`src/rtl/irq_mux_pkg.sv`:
```
package irq_mux_pkg;
  localparam int unsigned FLAG_W  = 16;
  localparam int unsigned NUM_OUT = 4;
  localparam int unsigned ADDR_W  = 4;

  localparam logic [ADDR_W-1:0] ADDR_MASK = 4'h4;
  localparam logic [ADDR_W-1:0] ADDR_FLAG = 4'hC;

  localparam logic [FLAG_W-1:0] MASK_RST = 16'h7FFE;

  // group select per output line, index 0 in the low slot
  localparam logic [NUM_OUT-1:0][FLAG_W-1:0] GROUP_SEL = {
    16'h6386, 16'h1C00, 16'h0050, 16'h0028
  };
endpackage

```
`src/rtl/irq_req_sync.sv`:
```
module irq_req_sync #(
  parameter int unsigned W = 16
) (
  input  logic         clk_i,
  input  logic         rst_ni,
  input  logic [W-1:0] req_i,
  output logic [W-1:0] rise_o
);
  logic [W-1:0] sync_q1, sync_q2, last_q;

  for (genvar b = 0; b < W; b++) begin : g_bit
    always_ff @(posedge clk_i or negedge rst_ni) begin
      if (!rst_ni) begin
        sync_q1[b] <= 1'b0;
        sync_q2[b] <= 1'b0;
        last_q[b]  <= 1'b0;
      end else begin
        sync_q1[b] <= req_i[b];
        sync_q2[b] <= sync_q1[b];
        last_q[b]  <= sync_q2[b];
      end
    end
    assign rise_o[b] = sync_q2[b] & ~last_q[b];
  end
endmodule

```
`src/rtl/irq_flag_bank.sv`:
```
module irq_flag_bank #(
  parameter int unsigned        W         = 16,
  parameter int unsigned        AW        = 4,
  parameter logic [AW-1:0]      MASK_ADDR = 4'h4,
  parameter logic [AW-1:0]      FLAG_ADDR = 4'hC,
  parameter logic [W-1:0]       MASK_INIT = '1
) (
  input  logic          clk_i,
  input  logic          rst_ni,
  input  logic [W-1:0]  rise_i,
  input  logic [AW-1:0] addr_i,
  input  logic          we_i,
  input  logic [W-1:0]  wdata_i,
  output logic [W-1:0]  mask_o,
  output logic [W-1:0]  flag_o,
  output logic [W-1:0]  rdata_o
);
  logic [W-1:0] mask_q, flag_q, flag_d, clr_vec;
  logic         mask_wr, flag_wr;

  assign mask_wr = we_i && (addr_i == MASK_ADDR);
  assign flag_wr = we_i && (addr_i == FLAG_ADDR);

  // zero-written bits clear; a fresh edge overrides the clear
  assign clr_vec = flag_wr ? ~wdata_i : '0;
  assign flag_d  = (flag_q & ~clr_vec) | rise_i;

  always_ff @(posedge clk_i or negedge rst_ni) begin
    if (!rst_ni) begin
      mask_q <= MASK_INIT;
      flag_q <= '0;
    end else begin
      if (mask_wr) mask_q <= wdata_i;
      flag_q <= flag_d;
    end
  end

  always_comb begin
    unique case (addr_i)
      MASK_ADDR: rdata_o = mask_q;
      FLAG_ADDR: rdata_o = flag_q;
      default:   rdata_o = '0;
    endcase
  end

  assign mask_o = mask_q;
  assign flag_o = flag_q;
endmodule

```
`src/rtl/irq_group_comb.sv`:
```
module irq_group_comb #(
  parameter int unsigned                 W     = 16,
  parameter int unsigned                 N     = 4,
  parameter logic [N-1:0][W-1:0]         GROUP = '0
) (
  input  logic         clk_i,
  input  logic         rst_ni,
  input  logic [W-1:0] flag_i,
  input  logic [W-1:0] mask_i,
  output logic [N-1:0] irq_o
);
  logic [W-1:0] live;
  logic [N-1:0] irq_d, irq_q;

  assign live = flag_i & ~mask_i;

  for (genvar g = 0; g < N; g++) begin : g_out
    assign irq_d[g] = |(live & GROUP[g]);
  end

  always_ff @(posedge clk_i or negedge rst_ni) begin
    if (!rst_ni) irq_q <= '0;
    else         irq_q <= irq_d;
  end

  assign irq_o = irq_q;
endmodule

```
`src/rtl/irq_group_mux.sv`:
```
module irq_group_mux
  import irq_mux_pkg::*;
#(
  parameter int unsigned                        W       = FLAG_W,
  parameter int unsigned                        N       = NUM_OUT,
  parameter int unsigned                        AW      = ADDR_W,
  parameter logic [N-1:0][W-1:0]                GROUP   = GROUP_SEL,
  parameter logic [W-1:0]                       MASK_IV = MASK_RST
) (
  input  logic          clk_i,
  input  logic          rst_ni,
  input  logic [W-1:0]  irq_req_i,
  input  logic [AW-1:0] addr_i,
  input  logic          we_i,
  input  logic [W-1:0]  wdata_i,
  output logic [W-1:0]  rdata_o,
  output logic [N-1:0]  irq_o
);
  logic [W-1:0] edge_rise, mask_reg, flag_reg;

  irq_req_sync #(.W(W)) u_sync (
    .clk_i  (clk_i),
    .rst_ni (rst_ni),
    .req_i  (irq_req_i),
    .rise_o (edge_rise)
  );

  irq_flag_bank #(
    .W(W), .AW(AW), .MASK_ADDR(ADDR_MASK), .FLAG_ADDR(ADDR_FLAG), .MASK_INIT(MASK_IV)
  ) u_bank (
    .clk_i   (clk_i),
    .rst_ni  (rst_ni),
    .rise_i  (edge_rise),
    .addr_i  (addr_i),
    .we_i    (we_i),
    .wdata_i (wdata_i),
    .mask_o  (mask_reg),
    .flag_o  (flag_reg),
    .rdata_o (rdata_o)
  );

  irq_group_comb #(.W(W), .N(N), .GROUP(GROUP)) u_comb (
    .clk_i  (clk_i),
    .rst_ni (rst_ni),
    .flag_i (flag_reg),
    .mask_i (mask_reg),
    .irq_o  (irq_o)
  );
endmodule

```
`config.mk`:
```
export PLATFORM = sky130hd
export DESIGN_NAME = irq_group_mux
export DESIGN_NICKNAME = d
export VERILOG_FILES = /design/src/rtl/irq_mux_pkg.sv /design/src/rtl/irq_req_sync.sv /design/src/rtl/irq_flag_bank.sv /design/src/rtl/irq_group_comb.sv /design/src/rtl/irq_group_mux.sv
export SDC_FILE = /design/constraint.sdc
export NUM_CORES = 1
export LEC_CHECK = 0
export BUFFER_PORTS_ARGS = -buffer_cell sky130_fd_sc_hd__clkbuf_2
export CORE_MARGIN = 1
export CORE_UTILIZATION = 54
export CTS_CLUSTER_DIAMETER = 40
export CTS_CLUSTER_SIZE = 10
export DETAILED_ROUTE_END_ITERATION = 10
export PLACE_DENSITY = 0.78
export SLEW_MARGIN = 20
export SYNTH_ARGS = -nofsm -noshare
export SYNTH_HDL_FRONTEND = slang
export SYNTH_SLANG_ARGS = --single-unit
```
`constraint.sdc`:
```
create_clock -name clk_i -period 1.5 [get_ports clk_i]
set_input_delay 0.15 -clock clk_i [delete_from_list [all_inputs] [get_ports clk_i]]
set_output_delay 0.15 -clock clk_i [all_outputs]
set_load 0.02 [all_outputs]
```
==> results of run 1 <==
per-layer routing:
layer	up-vias	track usage [%]
met5	-	0
met3	13	4.88
met1	873	24.5
li1	870	-
met4	0	10.2
met2	40	35.4
final cells by class:
| cell class | count | area (µm²) | share of cell area, % |
|---|---|---|---|
| sequential | 84 | 2120 | 55.6 |
| multi-input combinational | 85 | 728 | 19.1 |
| timing repair buffer | 84 | 556 | 14.6 |
| clock buffer | 12 | 145 | 3.81 |
| inverter | 28 | 105 | 2.76 |
| tap | 70 | 87.6 | 2.30 |
| clock inverter | 4 | 72.6 | 1.90 |
state kept, by name, indices dropped and copies added, names as in the netlist:
name	cells
u_bank.flag_o	16
u_bank.mask_o	16
u_sync.last_q	16
u_sync.sync_q1	16
u_sync.sync_q2	16
u_comb.irq_o	4
cells in the mapped netlist, drive strengths merged:
master | number | area [µm²]
a222oi | 1 | 10.0
a22o | 16 | 140
a22oi | 1 | 7.51
and4bb | 1 | 12.5
buf | 6 | 63.8
clkbuf | 2 | 8.75
dfrtp | 70 | 1750
dfstp | 14 | 368
inv | 28 | 105
mux2 | 16 | 218
nand2b | 11 | 68.8
nand4bb | 1 | 11.3
nor2 | 1 | 20.0
nor3b | 7 | 52.6
nor4b | 1 | 23.8
o2111ai | 1 | 8.76
o21ai | 18 | 90.1
o221ai | 1 | 8.76
o22ai | 9 | 56.3
power breakdown:
group / internal (mW) / switching (mW)
combinational: 0.274 / 0.227
clock: 0.982 / 0.735
sequential: 2.53 / 0.118
total: 3.78 / 1.08
worst reg2reg max path, stage by stage, from the launching register on:
cell       delay, ns
dfstp_2         0.55
inv_1           0.04
a222oi_1        0.34
o2111ai_1       0.17
path summary, 6_finish.rpt:
check                                   start                  to  cells after the start
max                          u_bank.mask_o[1]          rdata_o[1]                      2
min                               wdata_i[13]   u_bank.mask_o[13]                      2
max reg2reg                  u_bank.mask_o[1]     u_comb.irq_o[3]                      3
min reg2reg                u_sync.sync_q1[10]  u_sync.sync_q2[10]                      0
max in group asynchronous              rst_ni    u_bank.mask_o[2]                      3
min in group asynchronous              rst_ni   u_sync.sync_q2[9]                      2
logic make-up (layout without fill, tap and decap cells):
| family | Yosys count | after routing | share of synthesized area, % |
|---|---|---|---|
| simple gates | 22 | 22 | 6.24 |
| flops | 84 | 84 | 70.1 |
| buf+inv | 36 | 128 | 5.87 |
| compound gates | 47 | 47 | 10.6 |
| mux | 16 | 16 | 7.20 |
repair_timing:
item,CTS,global route
endpoints found under the hold margin,42,0
hold buffers,17,0
buffers inserted,0,0
==> impl_results.md, run 1 <==
* Ports at 59
* Final WL at 5.52 mm
* Worst setup margin at 0.125 ns
* Commonest non-fill, non-tap cells in the layout: dfrtp_1 (70), clkbuf_2 (57), inv_1 (28), o21ai_0 (18), dlygate4sd3_1 (17)
* Drt via density at 4.89
* CTS Root Cell: clkbuf_8
* Max Root-Sink Buffers at 2
* Worst hold-check path type: in2reg
* Vias in the first global route at 1947
* Drt first pass iters at 4
* Sink Count at 84
* Dpl hpwl at 3.79 mm
* Metal3 WL at 187 µm
* WL met2 at 2.90 mm
* Highest clock rate at 0.727 GHz
* Vias at 1796
* Kind of cell adding the most delay to the critical path: flip-flops
* Max IR drop VDD at 667 µV
* M1 WL at 2.31 mm
* Minimum clock period at 1.38 ns
* First-pass GRT wire length at 9.18 mm
* Slew Limit Fails at 0
* Layout cells sized above 1 at 38.4%
* Final setup viols at 0
* CTS tree: done
* TritonCTS Buffers at 9
* Filler cells at 358
* Gr usage total at 20.7%
* Avg Cell Area, Syn at 14.8 µm²
* CP max FO at 3
* Pwr Density at 1270 nW/µm²
* Nets@finish at 331
* Die area at 5910 µm²
* Num rows at 26
* Placed cell area at 3430 µm²
* Max-Cap Viols at 0
* Crit path launch type: flop
* DP Cell Count at 334
* Layout Cells excl Fill at 367
* Mapped Area at 3030 µm²
* Worst setup path category: reg2out
* Hold Violations, Final at 0
* Final instance area at 3810 µm²
* CP arrival at 1.23 ns
* Netlist cell types at 23
* Sequential area share after synthesis at 70.1%
* Setup_tns at 0 ns
* DR WL/cell at 15.0 µm
* Critical Path RT at 1.35 ns
* Number of port buffers at 58
* Highest Signal Layer: met4
* Diode count at 0
* Synthesis Warnings at 0
* Initial Util at 57.8%
* Slowest-stage cell, CP: dfstp_2
* Die W at 76.9 µm
* CTS resizes at 0
* Gpl congestion at 0.747
* Post-route ant nets at 0
* Worst hold margin at 0.0509 ns
* Leading cell type in the layout, fill and taps excluded: dfrtp_1
* Number of remaining DRC errors at 0
* Total power at 4.86 mW
* Post-synthesis cell count at 205
* Clk slew on worst S/H paths at 0.08 ns
* Area grow syn2layout at 26.1%
* Die Y at 76.9 µm
* WP buf/inv at 1
* CTS H-tree lvls at 3
* Critical-path cell list: a22o_1 > clkbuf_2
* Post-Place Setup Slack at -0.0107 ns
* Initial antenna violation count at 0
* Iter 0 DRT Violations at 67
* Core Util, Final at 72.8%
* Largest net degree at the start of global routing at 35
* Status: completed
* Largest stage delay, worst path at 0.55 ns
* RSZ-0062 raised after global routing: false
* Leak Pwr at 1.81 nW
* R2R Setup Slk at 0.27 ns
* Worst slew pin tran at 0.424 ns
* Clk_lat worst skew at 0.34 ns
* Tcrit/Tclk final at 91.7%
* Synthesis-stage register bit count at 84
* Layout Skew at 0.00556 ns
* CORE AREA at 5240 µm²
* Slew Limit Headroom at 71.7%
* CP Capture Type: output port
* GRT overflow at 0
* Post-Syn Nets at 244
Power figures use the tool's default switching activity.
==> run 2, diff against run 1 <==
BUFFER_PORTS_ARGS = default   (was -buffer_cell sky130_fd_sc_hd__clkbuf_2)
CORE_UTILIZATION = 61   (was 54)
DONT_BUFFER_PORTS = 1   (was default)
GPL_TIMING_DRIVEN = 0   (was default)
PLACE_DENSITY = 0.77   (was 0.78)
==> impl_results.md, run 2 (synthesized netlist as in run 1, its figures left out) <==
* Status: finished, violations left
* Failing checks: negative hold slack
* Worst hold-check path type: in2async
* Hold-fix buffers, CTS at 32
* Number of remaining DRC errors at 0
* Max-Cap Viols at 0
* Vias at 1781
* RSZ-0062 raised after global routing: false
* Clk slew on worst S/H paths at 0.08 ns
* Max Root-Sink Buffers at 2
* Nets@finish at 287
* Iter 0 DRT Violations at 134
* Num rows at 25
* CP Capture Type: output port
* Final setup viols at 0
* Slowest-stage cell, CP: a22o_1
* First-pass GRT wire length at 9.32 mm
* Pwr Density at 1230 nW/µm²
* Area grow syn2layout at 19.1%
* Max IR drop VDD at 837 µV
* CTS tree: done
* Commonest non-fill, non-tap cells in the layout: dfrtp_1 (70), dlygate4sd3_1 (32), inv_1 (28), o21ai_0 (18), dfstp_2 (14)
* CTS H-tree lvls at 3
* Largest stage delay, worst path at 0.29 ns
* Minimum clock period at 1.44 ns
* Tcrit/Tclk final at 96.3%
* Drt via density at 5.57
* Initial antenna violation count at 0
* Critical-path cell list: buf_6 > and4bb_2 > clkbuf_2 > clkbuf_4 > a22o_1
* Die W at 72.4 µm
* Layout Cells excl Fill at 320
* DP Cell Count at 272
* CP arrival at 1.29 ns
* Post-route ant nets at 0
* Worst hold margin at -0.507 ns
* Number of port buffers at 0
* Vias in the first global route at 1924
* Diode count at 0
* Slew Limit Headroom at 65.8%
* CTS Root Cell: clkbuf_8
* Dpl hpwl at 3.71 mm
* CORE AREA at 4750 µm²
* GRT overflow at 0
* DR WL/cell at 18.0 µm
* Leading cell type in the layout, fill and taps excluded: dfrtp_1
* Slew Limit Fails at 0
* Critical Path RT at 1.35 ns
* Sink Count at 84
* Ports at 59
* Final WL at 5.77 mm
* Layout cells sized above 1 at 22.9%
* Die area at 5250 µm²
* Gr usage total at 24.9%
* Initial Util at 63.6%
* Leak Pwr at 1.59 nW
* Layout Skew at 0.00798 ns
* Drt first pass iters at 4
* Crit path launch type: primary input
* CP max FO at 10
* Clk_lat worst skew at 0.34 ns
* Largest net degree at the start of global routing at 85
* Post-CTS setup buffers at 0
* TritonCTS Buffers at 9
* Die Y at 72.4 µm
* Setup_tns at 0 ns
* Gpl congestion at 0.736
* Worst setup path category: in2out
* Hold Violations, Final at 84
* Highest clock rate at 0.692 GHz
* Worst slew pin tran at 0.513 ns
[run 2: through the flow]
step	setup slack, ns	util, %	cell area [µm²]	hold slack [ns]	total power [mW]
after global routing	0.00980	75.8	3600	-0.529	4.61
final	0.0550	75.8	3600	-0.507	4.45
after CTS	0.00425	75.6	3590	-0.513	4.45
after detailed placement	0.0170	65.4	3110	-0.144	3.03
after floorplan	0.240	-	3030	-0.146	2.94
after global placement	0.0386	65.4	3110	-0.144	2.99
[run 2: cell type report]
| type | count | area [µm²] |
|---|---|---|
| flip-flops and latches | 84 | 2120 |
| fillers | 324 | 1150 |
| multi-input cells | 85 | 736 |
| repair buffers | 32 | 320 |
| clock buffers | 14 | 153 |
| inverters | 28 | 105 |
| well taps | 67 | 83.8 |
| plain buffers | 8 | 75.1 |
| clock inverters | 2 | 12.5 |
[run 2: timing repair]
item	in CTS	in global routing
endpoints found under the setup margin	0	10
endpoints found under the hold margin	121	84
gates resized for setup	0	7
[run 2: final timing paths]
check | slack, ns | cells past startpoint | from | endpoint
worst max-delay path | 0.06 | 5 | addr_i[3] | rdata_o[13]
worst min-delay path | -0.51 | 0 | rst_ni | u_bank.flag_o[10]
worst max register to register | 0.20 | 3 | u_bank.mask_o[1] | u_comb.irq_o[3]
worst min register to register | 0.35 | 0 | u_sync.sync_q1[8] | u_sync.sync_q2[8]
max in group asynchronous | 1.78 | 0 | rst_ni | u_bank.mask_o[11]
min in group clk_i | 0.02 | 2 | wdata_i[12] | u_bank.flag_o[12]
[run 2: per-layer routing]
layer | vias up | wire [µm] | global-route usage [%]
li1 | 786 | - | -
met1 | 925 | 2370 | 29.8
met2 | 58 | 2940 | 42.1
met3 | 12 | 334 | 6.81
met4 | 0 | 119 | 11.8
met5 | - | 0 | 0
[run 2: worst max-delay path, delay by kind of cell]
family	cells	cell delay, ns
AO/OA/AOI/OAI	1	0.29
AND/OR/NAND/NOR	1	0.24
buffers and inverters	3	0.62
[run 2: where the power goes]
group / switching, mW / total (mW) / internal, mW
Clock: 0.737 / 1.38 / 0.648
Combinational: 0.156 / 0.395 / 0.239
Sequential: 0.141 / 2.67 / 2.53
